$ cat src/rtl/lpm_pkg.sv
package lpm_pkg;

    typedef enum logic [1:0] {
        LPM_IDLE        = 2'd0,
        LPM_CORE        = 2'd1,
        LPM_CORE_PERIPH = 2'd2,
        LPM_ALL         = 2'd3
    } lpm_mode_e;

    typedef enum logic [1:0] {
        ST_RUN,
        ST_SLEEP,
        ST_PLL_WAIT,
        ST_WAKE
    } lpm_state_e;

    typedef struct packed {
        logic core;
        logic periph;
        logic pll;
    } clk_en_t;

    // Priority: power-down over stop-all over stop-core-clock.
    function automatic lpm_mode_e decode_mode(input logic pdown,
                                              input logic stopall,
                                              input logic stopck);
        if (pdown)
            return LPM_ALL;
        else if (stopall)
            return LPM_CORE_PERIPH;
        else if (stopck)
            return LPM_CORE;
        else
            return LPM_IDLE;
    endfunction

    function automatic logic keeps_pipeline(input lpm_mode_e m);
        return (m == LPM_IDLE) || (m == LPM_CORE);
    endfunction

    function automatic clk_en_t sleep_gates(input lpm_mode_e m);
        clk_en_t g;
        g.core   = (m == LPM_IDLE);
        g.periph = (m == LPM_IDLE) || (m == LPM_CORE);
        g.pll    = (m != LPM_ALL);
        return g;
    endfunction

endpackage

$ cat src/rtl/lpm_mode_decode.sv
module lpm_mode_decode
    import lpm_pkg::*;
(
    input  logic      pdown,
    input  logic      stopall,
    input  logic      stopck,
    output lpm_mode_e mode,
    output logic      drops_pipe
);
    always_comb begin
        mode       = decode_mode(pdown, stopall, stopck);
        drops_pipe = !keeps_pipeline(mode);
    end
endmodule

$ cat src/rtl/lpm_sync.sv
module lpm_sync #(
    parameter int STAGES = 2
) (
    input  logic clk,
    input  logic rst,
    input  logic d,
    output logic q
);
    logic [STAGES-1:0] chain;

    always_ff @(posedge clk) begin
        if (rst) chain[0] <= 1'b0;
        else     chain[0] <= d;
    end

    generate
        for (genvar i = 1; i < STAGES; i++) begin : g_stage
            always_ff @(posedge clk) begin
                if (rst) chain[i] <= 1'b0;
                else     chain[i] <= chain[i-1];
            end
        end
    endgenerate

    assign q = chain[STAGES-1];
endmodule

$ cat src/rtl/lpm_wake_timer.sv
module lpm_wake_timer #(
    parameter int CW = 3
) (
    input  logic          clk,
    input  logic          rst,
    input  logic          load,
    input  logic [CW-1:0] load_val,
    output logic          expired
);
    logic [CW-1:0] cnt;

    always_ff @(posedge clk) begin
        if (rst)
            cnt <= '0;
        else if (load)
            cnt <= load_val;
        else if (cnt != '0)
            cnt <= cnt - 1'b1;
    end

    assign expired = (cnt == '0);

    // a loaded latency is held for the next cycle before counting.
    assert_load_taken_R8: assert property (@(posedge clk) disable iff (rst)
        load |=> (cnt == $past(load_val)));
endmodule

$ cat src/rtl/lpm_clk_seq.sv
module lpm_clk_seq
    import lpm_pkg::*;
#(
    parameter int SHORT_LAT   = 2,
    parameter int LONG_LAT    = 5,
    parameter int SYNC_STAGES = 2
) (
    input  logic       clk,
    input  logic       rst,
    input  logic       idle_exec,
    input  logic       ctl_pdown,
    input  logic       ctl_stopck,
    input  logic       ctl_stopall,
    input  logic       irq,
    input  logic       wake_evt,
    input  logic       wake_async,
    input  logic       pll_lock,
    output logic       core_clk_en,
    output logic       periph_clk_en,
    output logic       pll_en,
    output logic       core_halted,
    output logic       pipe_valid,
    output logic       resume_pulse,
    output logic [1:0] mode_active
);
    localparam int MAXLAT = (LONG_LAT > SHORT_LAT) ? LONG_LAT : SHORT_LAT;
    localparam int CW     = $clog2(MAXLAT + 1);

    lpm_state_e state_q;
    lpm_mode_e  mode_q;
    lpm_mode_e  mode_dec;
    logic       drops_pipe;
    logic       wake_sync;
    logic       enter;
    logic       wake_hit;
    logic       timer_load;
    logic [CW-1:0] timer_val;
    logic       timer_expired;
    logic       pipe_q;
    clk_en_t    gates;

    lpm_mode_decode i_decode (
        .pdown      (ctl_pdown),
        .stopall    (ctl_stopall),
        .stopck     (ctl_stopck),
        .mode       (mode_dec),
        .drops_pipe (drops_pipe)
    );

    lpm_sync #(.STAGES(SYNC_STAGES)) i_wake_sync (
        .clk (clk),
        .rst (rst),
        .d   (wake_async),
        .q   (wake_sync)
    );

    // A pending interrupt cancels entry into sleep.
    assign enter = (state_q == ST_RUN) && idle_exec && !irq;

    always_comb begin
        unique case (mode_q)
            LPM_IDLE, LPM_CORE: wake_hit = irq;
            LPM_CORE_PERIPH:    wake_hit = wake_evt;
            default:            wake_hit = wake_sync;
        endcase
    end

    always_comb begin
        timer_load = 1'b0;
        if (state_q == ST_SLEEP && wake_hit && mode_q != LPM_ALL)
            timer_load = 1'b1;
        if (state_q == ST_PLL_WAIT && pll_lock)
            timer_load = 1'b1;
        timer_val = keeps_pipeline(mode_q) ? CW'(SHORT_LAT - 1) : CW'(LONG_LAT - 1);
    end

    lpm_wake_timer #(.CW(CW)) i_timer (
        .clk      (clk),
        .rst      (rst),
        .load     (timer_load),
        .load_val (timer_val),
        .expired  (timer_expired)
    );

    assign resume_pulse = (state_q == ST_WAKE) && timer_expired;

    always_ff @(posedge clk) begin
        if (rst) begin
            state_q <= ST_RUN;
            mode_q  <= LPM_IDLE;
        end else begin
            unique case (state_q)
                ST_RUN: begin
                    if (enter) begin
                        state_q <= ST_SLEEP;
                        mode_q  <= mode_dec;
                    end
                end
                ST_SLEEP: begin
                    if (wake_hit)
                        state_q <= (mode_q == LPM_ALL) ? ST_PLL_WAIT : ST_WAKE;
                end
                ST_PLL_WAIT: begin
                    if (pll_lock)
                        state_q <= ST_WAKE;
                end
                default: begin
                    if (timer_expired)
                        state_q <= ST_RUN;
                end
            endcase
        end
    end

    always_ff @(posedge clk) begin
        if (rst)
            pipe_q <= 1'b1;
        else if (enter && drops_pipe)
            pipe_q <= 1'b0;
        else if (resume_pulse)
            pipe_q <= 1'b1;
    end

    always_comb begin
        unique case (state_q)
            ST_SLEEP:    gates = sleep_gates(mode_q);
            ST_PLL_WAIT: gates = '{core: 1'b0, periph: 1'b0, pll: 1'b1};
            default:     gates = '{core: 1'b1, periph: 1'b1, pll: 1'b1};
        endcase
    end

    assign core_clk_en   = gates.core;
    assign periph_clk_en = gates.periph;
    assign pll_en        = gates.pll;
    assign core_halted   = (state_q != ST_RUN);
    assign pipe_valid    = pipe_q;
    assign mode_active   = mode_q;

    // no clock runs while the PLL is stopped.
    assert_pll_off_gates_R6: assert property (@(posedge clk) disable iff (rst)
        !pll_en |-> (!core_clk_en && !periph_clk_en));

    // resume is a single cycle and releases the core next cycle.
    assert_resume_single_R8: assert property (@(posedge clk) disable iff (rst)
        resume_pulse |=> (!resume_pulse && !core_halted && pipe_valid));

    // idle with a simultaneous interrupt keeps the core running.
    assert_cancel_entry_R9: assert property (@(posedge clk) disable iff (rst)
        (!core_halted && idle_exec && irq) |=> !core_halted);

    // pipeline is reported lost while asleep in a dropping mode.
    assert_pipe_dropped_R5: assert property (@(posedge clk) disable iff (rst)
        (state_q == ST_SLEEP && !keeps_pipeline(mode_q)) |-> !pipe_valid);

    // no wake from the light modes without an interrupt.
    assert_light_wake_R7: assert property (@(posedge clk) disable iff (rst)
        (state_q == ST_SLEEP && keeps_pipeline(mode_q) && !irq) |=> core_halted);
endmodule

$ cat config.mk
export PLATFORM = sky130hd
export DESIGN_NAME = lpm_clk_seq
export DESIGN_NICKNAME = d
export VERILOG_FILES = /design/src/rtl/lpm_pkg.sv /design/src/rtl/lpm_mode_decode.sv /design/src/rtl/lpm_sync.sv /design/src/rtl/lpm_wake_timer.sv /design/src/rtl/lpm_clk_seq.sv
export SDC_FILE = /design/constraint.sdc
export NUM_CORES = 1
export LEC_CHECK = 0
export ABC_AREA = 1
export BUFFER_PORTS_ARGS = -buffer_cell sky130_fd_sc_hd__buf_2
export CAP_MARGIN = 15
export CORE_MARGIN = 3
export CORE_UTILIZATION = 48
export CTS_CLUSTER_SIZE = 10
export DETAILED_ROUTE_END_ITERATION = 8
export MAX_ROUTING_LAYER = met4
export PLACE_DENSITY = 0.75
export SLEW_MARGIN = 10
export SYNTH_ARGS = -nofsm -noshare
export SYNTH_HDL_FRONTEND = slang
export SYNTH_SLANG_ARGS = --single-unit
$ cat constraint.sdc
create_clock -name clk -period 1.8 [get_ports clk]
set_input_delay 0.18 -clock clk [delete_from_list [all_inputs] [get_ports clk]]
set_output_delay 0.18 -clock clk [all_outputs]
set_load 0.01 [all_outputs]
* Yosys cells after proc, flatten, opt, wreduce, memory -nomap -nowiden
Index checks and enable logic that the tools add are counted.
** Storage, ports and cells
- Register bits :: 10
- Word-level logic and storage cells :: 59
- Output and inout port bits :: 8
- Input port bits :: 10
** Cells by class
- Muxes and demuxes :: 18
- Reduce and logical (&&, ||, !) cells :: 23
- Add/sub/neg operators :: 1
- Equality and inequality tests :: 11
** Operators with widths (count)
- 2-bit two-way mux :: 6
- 3-bit two-way mux :: 3
- 2-bit == test (second input constant) :: 4
- 2-bit inequality test (second input constant) :: 4
- 1-bit logical AND :: 7
- 2-bit by 1-bit == test with 1-bit output (second input constant) :: 3
- 2-bit zero test :: 3
- 1-bit two-way mux :: 6
- 2-bit case mux with 3 select lines :: 1
- 3-bit case mux with 2 select lines :: 1
- 2-bit nonzero test :: 3
- 4-bit AND reduction :: 1
- 4-bit nonzero test :: 1
- 3-bit zero test :: 1
- 3-bit nonzero test :: 1
- 3-bit by 1-bit subtractor with 3-bit output (second input constant) :: 1
- 1-bit zero test :: 2
- 1-bit logical OR :: 2
- 1-bit case mux with 2 select lines :: 1
- 2-bit AND reduction :: 1
- 2-bit OR reduction :: 1

* Logic depth before layout (Yosys ltp)
- Word-level depth :: 8
- Depth in mapped cells :: 11

* Hierarchy
Synthesis repeated with hierarchy kept, for this count alone.
** Second synthesis, totals
- Cell total of the unflattened synthesis :: 105
- Area, all modules :: 684.4 um^2
** By module, submodules not included
- lpm_clk_seq :: cells an instance 65, times used 1, area an instance 404.1 um^2
- lpm_wake_timer :: cells an instance 28, times used 1, area an instance 198.9 um^2
- lpm_sync :: cells an instance 6, times used 1, area an instance 55.1 um^2
- lpm_mode_decode :: cells an instance 6, times used 1, area an instance 26.3 um^2

* Least setup slack after synthesis
No wires, ideal clock.
- Path type :: reg-to-reg
- Start point :: register state_q[0]
- End point :: register state_q[0]
- Setup slack :: 0.531 ns
- Period minus slack after synthesis :: 1.269 ns
- Cell stages (with the launch flop) :: 11
- Arrival :: 1.155 ns
- Path through :: dfxtp_1 -> inv_1 -> ha_1 -> inv_1 -> nand2_1 -> nor2_1 -> nor2_2 -> nand2_2 -> nand2_1 -> nand2_1 -> nor2_2
** On the way
- Longest elaborated chain between the ends :: 5
- Elaborated cells on any way between the ends :: 11
- Those cells by class :: eq/ne (5); mux (1); reduce/logical (5)
** RTL lines
- from (decl) :: line lpm_clk_seq.sv:29 : lpm_state_e state_q;
- from (signal assigned) :: line lpm_clk_seq.sv:101 : state_q <= (mode_q == LPM_ALL) ? ST_PLL_WAIT : ST_WAKE;
- 2-bit zero test :: line lpm_clk_seq.sv:58, lpm_clk_seq.sv:92
- 1-bit logical AND (2 in series) :: line lpm_clk_seq.sv:58 : assign enter = (state_q == ST_RUN) && idle_exec && !irq;
- 2-bit inequality test (no source line)
- 4-bit AND reduction (no source line)
Parallel ways exist; a longest one is shown, timed or not.
A chain may end at the register's enable or synchronous reset.

* Worst setup path after layout
- Start point :: register state_q[0]
- End point :: output periph_clk_en
** On the way
- Longest elaborated chain between the ends :: 2
- Elaborated cells on any way between the ends :: 3
- Those cells by class :: eq/ne (2); mux (1)
** RTL lines
- 2-bit == test / 2-bit by 1-bit == test with 1-bit output (equally long branches) :: line lpm_clk_seq.sv:125 : unique case (state_q)
- 3-bit case mux with 2 select lines * :: line lpm_clk_seq.sv:125
- to (decl) :: line lpm_clk_seq.sv:19 : output logic periph_clk_en,
Mark *: on every way between the ends. The rest lies on a longest branch, timed or not.

==> results.py <==
metrics = {
    "status": {
        "outcome": "complete, no violations",
    },
    "placement": {
        "gp_congestion": 0.832,
        "place_inst": 127,
        "io_buffers": 17,
        "dpl.hpwl_um": 1020,
    },
    "worst_hold_path": {
        "hp-start": "wake_async",
        "holdPathEnd": "i_wake_sync.chain[0]",
        "hold_path_class": "in -> reg",
        "min_path_cells": 3,
    },
    "die": {
        "coreArea_sq_um": 1160,
        "die_w_um": 42.0,
        "row_count": 12,
        "dieHeight_um": 42.0,
        "initial_utilization": 0.539,
        "ioPinCount": 18,
        "dieArea_sq_um": 1770,
    },
    "sta": {
        "fin_tns_setup_ns": 0,
        "rsz0062_at_grt": "no",
        "max_freq_mhz": 623,
        "worst_slew_pin_slew_ns": 0.228,
        "finalSetupViolations": 0,
        "fin_crit_ns": 1.60,
        "skew_ns": 0.0115,
        "fin_crit_sh": 0.892,
        "max_slew_margin": 0.846,
        "drv_slew": 0,
        "hold_viol_final": 0,
    },
    "power": {
        "p_leak_nw": 0.427,
        "ir_worst_vdd_v": 0.00109,
        "p_per_area_nw_per_um2": 1710,
    },
    "detailed_routing": {
        "first_pass_iters": 4,
        "vias_per_cell": 4.58,
        "drt_wl_total_um": 1230,
        "drc_errors": 0,
        "ant_nets": 0,
        "num_vias": 596,
        "first_iter_violations": 7,
        "post_drt_wl_per_cell_um": 9.48,
    },
    "critical_path": {
        "reg2reg_from": "state_q[0]",
        "ff2ff_setup_slack_ns": 0.37,
        "critPathSlowestCell": "dfxtp_1",
        "cp.arrival_ns": 1.42,
        "path_cells": "inv_1 > ha_1 > nor2_1 > inv_1 > o21ai_0 > buf_2",
        "cp_max_fo": 4,
        "cp.required_ns": 1.62,
        "cp-end-kind": "primary output",
        "crit_type": "reg -> out",
        "reg2reg_to": "state_q[1]",
        "slowest_delay_ns": 0.37,
        "cp_common_cell": "inv_1",
        "reg2reg_depth": 10,
        "path_delay_family": "flip-flops",
        "worst-path-buf-inv": 3,
        "start_kind": "flop",
    },
    "clock_tree": {
        "clkTransAtPathRegs_ns": 0.07,
        "post_cts_buffers": 0,
        "cts_root_buf": "clkbuf_4",
        "clock-sinks": 10,
        "cts.hold.buffers_added": 0,
        "cts-resized-gates": 0,
        "cts_tree": "built",
        "cts_buffers": 3,
        "htreeDepth": 1,
        "clockBufferDepth": 2,
        "clk_latency_ns": 0.26,
    },
    "job": {
        "max-cap-violations": 0,
    },
    "yosys": {
        "ys_seq_area_frac": 0.321,
        "yosys_warnings": 0,
        "synth_top_family_by_area": "simple AND/OR/NAND/NOR gates",
        "synth_mux_area_frac": 0,
        "synth_xor_area_frac": 0.0141,
        "ys_ff_latch": 10,
        "synth_fp_nets": 112,
        "yosys.cell_types.count": 12,
        "synth_area_sq_um": 623,
        "synth_compound_area_frac": 0.108,
        "synth_simple_gate_area_frac": 0.309,
        "syn_avg_cell_area_sq_um": 6.49,
        "synth_fa_ha_area_frac": 0.120,
        "syn_inst": 96,
    },
    "finish": {
        "final_common_cell": "inv_1",
        "final_cell_mix": "inv_1, nand2_1, buf_2, nor2_1, dfxtp_1",
        "diodes": 0,
        "nNetsFinal": 134,
        "syn_to_final_growth_pct": 20.1,
        "drive_gt1_frac": 0.233,
        "layout.cells.non_filler": 130,
    },
    "grt": {
        "grt-ovfl-total": 0,
        "grt_pass1_wl_um": 2250,
        "grt_max_degree": 8,
        "first_global_vias": 550,
        "antenna_found_initial": 0,
        "grt.total_usage": 0.160,
    },
}
==> registers in the layout, summed over array words and instances (netlist names) <==
signal / cells
i_timer.cnt: 3
i_wake_sync.q: 1
i_wake_sync.chain: 1
state_q: 2
pipe_valid: 1
mode_active: 2
==> cell type report <==
type,count,area [sq um]
clock buffer,3,22.5
fill,112,408
inverter,21,78.8
multi-input combinational,65,344
sequential,10,200
tap,14,17.5
timing repair buffer,17,85.1
==> per-stage QoR <==
stage,setup slack (ns),hold WS [ns],area (sq um),total power [W],util
after floorplan,0.531,0.249,623,0.000930,-
after global placement,0.400,0.384,726,0.00113,0.628
after detailed placement,0.411,0.392,726,0.00114,0.628
after CTS,0.201,0.134,748,0.00129,0.647
after global routing,0.0843,0.145,748,0.00144,0.647
final,0.195,0.140,748,0.00128,0.647
==> worst register-to-register path, cell delays in order, from the launching register on <==
cell and delay, ns:
dfxtp_1 0.37, inv_1 0.09, ha_1 0.25, nor2_1 0.14
nand2_1 0.07, nor2_1 0.11, nor2_2 0.06, nand2_2 0.08
nand2_1 0.06, nand2_1 0.07, nor2_2 0.03
==> Yosys cell counts, drive strengths merged <==
| cell | instances | area share |
|---|---|---|
| a21oi | 6 | 0.048 |
| dfxtp | 10 | 0.32 |
| ha | 6 | 0.12 |
| inv | 21 | 0.13 |
| nand2 | 24 | 0.16 |
| nand3 | 5 | 0.040 |
| nor2 | 16 | 0.11 |
| o21ai | 6 | 0.048 |
| o31ai | 1 | 0.012 |
| xor2 | 1 | 0.014 |
==> cells by family (layout without fill, tap and decap cells) <==
kind of cell | after synthesis | count (layout)
AND/OR/NAND/NOR | 45 | 45
buffers and inverters | 21 | 41
AO/OA/AOI/OAI | 13 | 13
flip-flops | 10 | 10
adder cells (fa/ha/maj) | 6 | 6
XOR/XNOR | 1 | 1
==> worst max-delay path by stage <==
stage | slack, ns | start | depth (start not counted) | end
floorplan | 0.53 | state_q[0] | 10 | state_q[0]
global placement | 0.40 | state_q[0] | 10 | state_q[1]
detailed placement | 0.41 | state_q[0] | 10 | state_q[1]
CTS | 0.20 | state_q[0] | 6 | periph_clk_en
global route | 0.08 | state_q[1] | 5 | core_clk_en
finish | 0.20 | state_q[0] | 6 | periph_clk_en
==> routing by layer <==
layer	track usage	wire (um)	vias up	part of all wire
li1	-	-	332	-
met5	-	0	-	0
met2	0.250	562	18	0.46
met1	0.228	598	246	0.48
met3	0.0258	72	0	0.058
met4	0.0124	0	0	0
==> where the power goes <==
part           switching (W)  internal, W  total (W)
Sequential         0.0000476     0.000289   0.000337
Clock              0.0000712    0.0000767   0.000148
Combinational       0.000488     0.000308   0.000796
Power figures use the tool's default switching activity.
